==> src/rtl/irq_win_pkg.sv <==
package irq_win_pkg;

    localparam int DATA_W     = 8;
    localparam int ADDR_W     = 8;
    localparam int NUM_EP     = 4;
    localparam int NUM_WIN    = 2;
    localparam int SEL_W      = $clog2(NUM_EP);
    localparam int SEL_STRIDE = 4;
    localparam int WIN_IDX_W  = (NUM_WIN > 1) ? $clog2(NUM_WIN) : 1;

    localparam logic [ADDR_W-1:0] ADR_SUMMARY  = 8'h01;
    localparam logic [ADDR_W-1:0] ADR_WIN_BASE = 8'h02;
    localparam logic [ADDR_W-1:0] ADR_INDEX    = 8'h08;

    typedef logic [DATA_W-1:0]             byte_t;
    typedef logic [SEL_W-1:0]              ep_sel_t;
    typedef logic [NUM_EP-1:0][DATA_W-1:0] ep_status_t;

    typedef enum logic [1:0] {
        ACC_NONE,
        ACC_SUMMARY,
        ACC_WINDOW,
        ACC_INDEX
    } acc_kind_t;

    typedef struct packed {
        acc_kind_t            kind;
        logic [WIN_IDX_W-1:0] win;
    } acc_dec_t;

    function automatic byte_t idx_field_mask();
        byte_t m;
        m = '0;
        for (int w = 0; w < NUM_WIN; w++) begin
            m[w*SEL_STRIDE +: SEL_W] = '1;
        end
        return m;
    endfunction

    localparam byte_t IDX_MASK = idx_field_mask();

    function automatic acc_dec_t decode_addr(input logic [ADDR_W-1:0] a);
        acc_dec_t d;
        d.kind = ACC_NONE;
        d.win  = '0;
        if (a == ADR_SUMMARY) begin
            d.kind = ACC_SUMMARY;
        end else if (a == ADR_INDEX) begin
            d.kind = ACC_INDEX;
        end else begin
            for (int w = 0; w < NUM_WIN; w++) begin
                if (a == ADR_WIN_BASE + ADDR_W'(w)) begin
                    d.kind = ACC_WINDOW;
                    d.win  = WIN_IDX_W'(w);
                end
            end
        end
        return d;
    endfunction

endpackage

==> src/rtl/irq_ep_status.sv <==
module irq_ep_status
    import irq_win_pkg::*;
(
    input  logic  clk,
    input  logic  rst,
    input  byte_t set_i,
    input  byte_t clr_i,
    output byte_t status_o,
    output logic  any_o
);

    byte_t status_q;

    // Set wins: the pulse is OR-ed in after the clear mask
    always_ff @(posedge clk) begin
        if (rst) begin
            status_q <= '0;
        end else begin
            status_q <= (status_q & ~clr_i) | set_i;
        end
    end

    assign status_o = status_q;
    assign any_o    = |status_q;

endmodule

==> src/rtl/irq_index_reg.sv <==
module irq_index_reg
    import irq_win_pkg::*;
(
    input  logic                   clk,
    input  logic                   rst,
    input  logic                   wr_en,
    input  byte_t                  wdata,
    output byte_t                  rdata_o,
    output ep_sel_t [NUM_WIN-1:0]  sel_o
);

    byte_t idx_q;

    always_ff @(posedge clk) begin
        if (rst) begin
            idx_q <= '0;
        end else if (wr_en) begin
            idx_q <= wdata & IDX_MASK;
        end
    end

    assign rdata_o = idx_q;

    for (genvar w = 0; w < NUM_WIN; w++) begin : g_sel
        assign sel_o[w] = idx_q[w*SEL_STRIDE +: SEL_W];
    end

endmodule

==> src/rtl/irq_window_port.sv <==
module irq_window_port
    import irq_win_pkg::*;
(
    input  ep_status_t st_i,
    input  ep_sel_t    sel_i,
    input  logic       wr_hit_i,
    input  byte_t      wdata_i,
    output byte_t      view_o,
    output ep_status_t clr_o
);

    assign view_o = st_i[sel_i];

    for (genvar e = 0; e < NUM_EP; e++) begin : g_clr
        assign clr_o[e] = (wr_hit_i && (sel_i == ep_sel_t'(e))) ? wdata_i : '0;
    end

endmodule

==> src/rtl/irq_window_top.sv <==
module irq_window_top
    import irq_win_pkg::*;
(
    input  logic                     clk,
    input  logic                     rst,
    input  logic [ADDR_W-1:0]        reg_addr,
    input  logic                     reg_wr,
    input  logic [DATA_W-1:0]        reg_wdata,
    output logic [DATA_W-1:0]        reg_rdata,
    input  logic [NUM_EP*DATA_W-1:0] src_pulse,
    output logic                     irq_out
);

    localparam int SRC_W = NUM_EP * DATA_W;

    acc_dec_t                           dec;
    ep_status_t                         ep_status;
    logic [NUM_EP-1:0]                  ep_summary;
    ep_status_t                         clr_all;
    logic [NUM_WIN-1:0][NUM_EP-1:0][DATA_W-1:0] win_clr;
    byte_t [NUM_WIN-1:0]                win_view;
    logic  [NUM_WIN-1:0]                win_hit;
    ep_sel_t [NUM_WIN-1:0]              win_sel;
    byte_t                              idx_rdata;
    logic                               idx_wr;
    logic [SRC_W-1:0]                   ep_status_flat;

    assign dec    = decode_addr(reg_addr);
    assign idx_wr = reg_wr && (dec.kind == ACC_INDEX);

    irq_index_reg u_index (
        .clk     (clk),
        .rst     (rst),
        .wr_en   (idx_wr),
        .wdata   (reg_wdata),
        .rdata_o (idx_rdata),
        .sel_o   (win_sel)
    );

    for (genvar w = 0; w < NUM_WIN; w++) begin : g_win
        assign win_hit[w] = reg_wr && (dec.kind == ACC_WINDOW) &&
                            (dec.win == WIN_IDX_W'(w));

        irq_window_port u_port (
            .st_i     (ep_status),
            .sel_i    (win_sel[w]),
            .wr_hit_i (win_hit[w]),
            .wdata_i  (reg_wdata),
            .view_o   (win_view[w]),
            .clr_o    (win_clr[w])
        );
    end

    always_comb begin
        clr_all = '0;
        for (int w = 0; w < NUM_WIN; w++) begin
            clr_all = clr_all | win_clr[w];
        end
    end

    for (genvar e = 0; e < NUM_EP; e++) begin : g_ep
        irq_ep_status u_ep (
            .clk      (clk),
            .rst      (rst),
            .set_i    (src_pulse[e*DATA_W +: DATA_W]),
            .clr_i    (clr_all[e]),
            .status_o (ep_status[e]),
            .any_o    (ep_summary[e])
        );
    end

    assign ep_status_flat = ep_status;
    assign irq_out        = |ep_summary;

    always_comb begin
        unique case (dec.kind)
            ACC_SUMMARY: reg_rdata = byte_t'(ep_summary);
            ACC_WINDOW:  reg_rdata = win_view[dec.win];
            ACC_INDEX:   reg_rdata = idx_rdata;
            default:     reg_rdata = '0;
        endcase
    end

endmodule

==> config.mk <==
export PLATFORM = sky130hd
export DESIGN_NAME = irq_window_top
export DESIGN_NICKNAME = d
export VERILOG_FILES = /design/src/rtl/irq_win_pkg.sv /design/src/rtl/irq_ep_status.sv /design/src/rtl/irq_index_reg.sv /design/src/rtl/irq_window_port.sv /design/src/rtl/irq_window_top.sv
export SDC_FILE = /design/constraint.sdc
export NUM_CORES = 1
export LEC_CHECK = 0
export BUFFER_PORTS_ARGS = -buffer_cell sky130_fd_sc_hd__clkbuf_2
export CORE_MARGIN = 2
export CORE_UTILIZATION = 35
export CTS_CLUSTER_SIZE = 10
export DETAILED_ROUTE_END_ITERATION = 8
export PLACE_DENSITY = 0.69
export SKIP_LAST_GASP = 1
export SYNTH_ARGS = -nofsm -noshare
export SYNTH_HDL_FRONTEND = slang
export SYNTH_SLANG_ARGS = --single-unit
==> constraint.sdc <==
create_clock -name clk -period 2.65 [get_ports clk]
set_input_delay 0 -clock clk [delete_from_list [all_inputs] [get_ports clk]]
set_output_delay 0 -clock clk [all_outputs]
set_load 0.03 [all_outputs]
# == After elaboration in Yosys (flattened, before gate mapping) ==
# Index checks and enable logic that the tools add are counted.
# totals
regBits,36
latch_bits,0
mem_bits_rw,0
rom_bits,0
input_bits,51
out_inout_bits,9
mem_count,0
# op_classes
addsub,0
mul,0
n_div,0
order_cmp,3
n_eq_ne,13
n_shift,0
n_mux,21
bitwise,14
n_reduce_logical,19
# ops
op,count
2-to-1 mux 8 bit,12
AND 8 bit,4
binary-select mux 8 bit (select 2 bit),2
NOT 8 bit,4
bitwise OR 32 bit,1
bitwise OR 8 bit,4
OR reduction 32 bit,1
OR reduction 8 bit,4
case mux 8 bit (3 select lines),1
"equality test 8 x 2 -> 1 bit, second input constant",2
"equality test 2 bit, second input constant",6
logical AND 1 bit,12
"equality test 8 x 1 -> 1 bit, second input constant",1
"equality test 8 x 4 -> 1 bit, second input constant",1
"equality test 2 x 1 -> 1 bit, second input constant",3
"less-than comparator 2 x 3 -> 1 bit, second input constant",2
2-to-1 mux 3 bit,2
zero test 2 bit,2
2-to-1 mux 2 bit,2
"less-than comparator 1 x 2 -> 1 bit, second input constant",1
2-to-1 mux 1 bit,2
NOT 1 bit,1

# == Logic depth before layout (Yosys ltp) ==
# depth
depth_word,14
ltp_mapped,6
mapped_depth_nobuf,4

# == Modules after synthesis ==
# Synthesis repeated with hierarchy kept, for this count alone.
# hier_totals
hier_cells,339
area_unflattened_um2,3042.9
# modules_own_cells
mod,n_inst,cells_each,area_per_inst_um2
irq_ep_status,4,36,301.5
irq_window_port,2,51,564.3
irq_window_top,1,71,504.2
irq_index_reg,1,22,203.9

# == Least setup slack after synthesis ==
# OpenSTA, ideal clock, no wires.
# synth_timing
path_type,register to output
from,"reg u_index.idx_q[5], in the netlist u_index.rdata_o[5]"
to,out reg_rdata[0]
arrival_time_ps,1451
required_ps,2650
slack_ps,1199
path_stages_with_launch,5
n_path_buf,1
path_cell_list,dfxtp_1 -> buf_6 -> mux4_1 -> mux2i_1 -> o22ai_1
# synth_between
elab_chain_cells,5
# synth_rtl
element,line_no,source
start: declaration,irq_index_reg.sv:12,byte_t idx_q;
start signal: assignment,irq_index_reg.sv:18,idx_q <= wdata & IDX_MASK;
binary-select mux 8 bit (select 2 bit),irq_window_port.sv:12,assign view_o = st_i[sel_i];
2-to-1 mux 8 bit (not written as such),irq_window_port.sv:12,
2-to-1 mux 8 bit (not written as such) (2 in series),irq_window_top.sv:78,ACC_WINDOW: reg_rdata = win_view[dec.win];
case mux 8 bit (3 select lines),irq_window_top.sv:76,unique case (dec.kind)
end: declaration,irq_window_top.sv:9,"output logic [DATA_W-1:0] reg_rdata,"
# No other way between the ends. The select of a mux whose other input is x is not followed.

# == Worst setup path in the final report ==
# layout_timing
from,"reg u_index.idx_q[1], in the netlist u_index.rdata_o[1]"
to,reg g_ep[2].u_ep.status_q[5]
# layout_between
elab_chain_cells,7
# layout_rtl
element,line_no,source
equality test 2 bit,irq_window_port.sv:15,assign clr_o[e] = (wr_hit_i && (sel_i == ep_sel_t'(e))) ? wdata_i : '0;
logical AND 1 bit,irq_window_port.sv:15,
2-to-1 mux 8 bit,irq_window_port.sv:15,
bitwise OR 32 bit,irq_window_top.sv:57,clr_all = clr_all | win_clr[w];
NOT 8 bit,irq_ep_status.sv:19,status_q <= (status_q & ~clr_i) | set_i;
AND 8 bit,irq_ep_status.sv:19,
bitwise OR 8 bit,irq_ep_status.sv:19,
end signal: assignment,irq_ep_status.sv:19,
end: declaration,irq_ep_status.sv:12,byte_t status_q;
# No other way between the ends.
# A chain may end at the register's enable or synchronous reset.

==> impl_metrics.tcl <==
set metrics [dict create \
    outcome "completed" \
    finalSetupViolCount 0 \
    groute.usage.overall_pct 19.5 \
    grt_pass1_vias 2282 \
    vdd_drop_max_uv 295 \
    die_y_um 83.4 \
    grt_pass1_wl_um 11000 \
    use_met2_pct 34.3 \
    dp.cells 353 \
    power_frac_clock_pct 35.7 \
    layout.cells.non_filler 415 \
    p_per_area_nw_per_um2 420 \
    avgSynthCellArea_um2 9.60 \
    drive_gt1_share_pct 22.4 \
    core_um2 5990 \
    seqPwrFrac_pct 46.2 \
    layout.area.seq_um2 721 \
    total_power_mw 1.33 \
    place_area_um2 2520 \
    htreeDepth 2 \
    finalInstanceArea_um2 3170 \
    p_int_mw 1.00 \
    grt_max_degree 37 \
    drt_iter0_markers 207 \
    area_growth_pct 43.8 \
    ys_ff_latch 36 \
    portBuffers 59 \
    finalHoldViolCount 0 \
    use_met3_pct 3.68 \
    cts_buffers 5 \
    multi_input_area_um2 1290 \
    leakagePower_nw 1.39 \
    crit_family "flip-flops" \
    synth_area_leaders "dfxtp_1, mux4_1, a311oi_1, nor2_1, inv_1" \
    grt_setup_unrepaired "false" \
    period_share_pct 88.7 \
    place_ws_ns 0.845 \
    syn_area_um2 2210 \
    cts_resized 0 \
    cp-end-kind "register" \
    dr_total_vias 2300 \
    worst_ep_required_time_ns 2.83 \
    antenna_found_initial 0 \
    clock_latency_ns 0.29 \
    tritoncts "done" \
    ys_seq_area_share_pct 32.7 \
    synthCells 230 \
    synth.distinct_cells 31 \
    startpoint_type "register" \
    drtAntennaViolNets 0 \
    critical_path_class "register to register" \
    grtUsageMet1_pct 24.3 \
    drt_first_pass_iters 4 \
    finalClockSkew_ns 0.00731 \
    row_count 28 \
    vias_per_cell 5.54 \
    hold_path.class "input port to register" \
    cts_root_buffer "clkbuf_8" \
    finalSetupTns_ns 0 \
    min_period_ns 2.35 \
    die_area_um2 6960 \
    antennaDiodeCount 0 \
    switchingPower_mw 0.331 \
    setup_slack_ns 0.299 \
    crit_fanout 14 \
    cts_sinks 36 \
    drc_errors 0 \
    drt_wl_total_um 6640 \
    synth_warnings 0 \
    clockBufferDepth 2 \
    yosysTopAreaCell "dfxtp_1" \
    slowest_stage "dfxtp_1" \
    path_cells "nor3b_1 -> a31oi_1 -> nor2_2 -> a311oi_1 -> dlygate4sd3_1" \
    hpwl_um 4650 \
    die_w_um 83.4 \
    slew_violations 0 \
    syn_nets 281 \
    swShare_pct 24.8 \
    fmax_mhz 425 \
    overflow 0 \
    grt_busiest_layer "met2" \
    slew_headroom_pct 49.5 \
    yosys.area.top_type_share_pct 32.7 \
    gp_congestion 0.905 \
    crit_buf_inv 1 \
    r2r_setup_slack_ns 0.30 \
    worst_slew_pin_slew_ns 0.758 \
    cp_slowest_stage_delay_ns 0.74 \
    maxCapViolations 0 \
    final_nets 390 \
    path_clk_slew_ns 0.08 \
    filler_cell_count 551 \
    worst_ep_arrival_time_ns 2.53 \
    p_comb_share_pct 18.1 \
    wl_per_cell_um 16.0 \
    start_util_pct 36.8 \
    ios 60 \
]
## kinds of logic (layout without fill, tap and decap cells)
| logic type | Yosys count | in the layout | share of synthesized area [%] |
|---|---|---|---|
| DFF | 36 | 36 | 32.7 |
| and+or+nand+nor | 77 | 77 | 18.5 |
| buffers and inverters | 45 | 155 | 9.01 |
| AOI/OAI and AO/OA | 48 | 48 | 17.5 |
| muxes | 24 | 24 | 22.3 |
## worst reg2reg max path, stage by stage, from the launching register on
cell and delay [ns]:
dfxtp_1 0.74, nor3b_1 0.25, a31oi_1 0.07, nor2_2 0.40, a311oi_1 0.17, dlygate4sd3_1 0.61
## metrics by stage
stage          hold slack [ns]  util (%)
6_report               0.00426      53.0
5_1_grt                 0.0132      53.0
4_1_cts                0.00172      53.0
3_5_place_dp             0.257      42.1
3_3_place_gp             0.253      42.1
2_1_floorplan            0.109         -
## what timing repair did
item	in CTS	in global routing
buffers inserted	0	0
hold buffers	54	0
endpoints found under the hold margin	32	0
## placed cells by master, fill, tap and decap left out
cell	n
a22oi_1	2
dlygate4sd3_1	54
mux2i_1	8
nand2b_1	1
and2_0	1
a21oi_4	1
clkinv_2	1
a21oi_1	4
bufinv_16	1
nor3b_1	2
nor4_1	5
clkbuf_2	59
nand3_2	1
clkbuf_1	1
nor2_1	37
a311oi_1	32
nand3b_1	1
nand2_1	10
or4_1	4
a31oi_1	3
clkbuf_8	5
inv_1	34
nand3_1	7
nor4b_4	2
dfxtp_1	36
mux4_1	14
o22ai_1	4
nor4b_2	1
nor3_1	2
nor2_2	3
mux4_2	2
o21ai_0	2
## state kept, by name (all words and copies together), names as in the netlist
| register | count |
|---|---|
| u_index.rdata_o | 4 |
| g_ep.u_ep.status_o | 32 |
## area by class of cell
class | count | share of cell area [%]
Clock buffer | 6 | 2.29
Multi-Input combinational cell | 149 | 40.6
Tap cell | 75 | 2.96
Clock inverter | 2 | 1.10
Inverter | 34 | 4.02
Sequential cell | 36 | 22.7
Timing Repair Buffer | 113 | 26.3
## cells in the mapped netlist, drive strengths merged
| master | n |
|---|---|
| a21oi | 5 |
| a22oi | 2 |
| a311oi | 32 |
| a31oi | 3 |
| and2 | 1 |
| buf | 8 |
| clkbuf | 3 |
| dfxtp | 36 |
| inv | 34 |
| mux2i | 8 |
| mux4 | 16 |
| nand2 | 10 |
| nand2b | 1 |
| nand3 | 8 |
| nand3b | 1 |
| nor2 | 40 |
| nor3 | 2 |
| nor3b | 2 |
| nor4 | 5 |
| nor4b | 3 |
| o21ai | 2 |
| o22ai | 4 |
| or4 | 4 |
## final timing paths
check                                         startpoint                        to  cells past startpoint
worst max-delay path                  u_index.rdata_o[1]  g_ep[2].u_ep.status_o[5]                      5
worst min-delay path                        reg_wdata[4]  g_ep[0].u_ep.status_o[4]                      2
worst max register to register        u_index.rdata_o[1]  g_ep[2].u_ep.status_o[5]                      5
worst min register to register  g_ep[1].u_ep.status_o[2]  g_ep[1].u_ep.status_o[2]                      2
## metal layers
layer  wire [um]  vias to the layer above  share of wire (%)
met2        3230                      108                 49
li1            -                     1099                  -
met1        2790                     1087                 42
met5           0                        -                  0
met4          61                        0               0.92
met3         556                        6                8.4
## power groups by stage
stage | sequential [mW] | combinational [mW] | clock, mW
floorplan | 0.609 | 0.104 | 0
global placement | 0.625 | 0.165 | 0
detailed placement | 0.628 | 0.171 | 0
CTS | 0.615 | 0.239 | 0.480
global route | 0.621 | 0.265 | 0.509
finish | 0.616 | 0.241 | 0.476
Note: power is estimated with default switching activity, not from simulation.
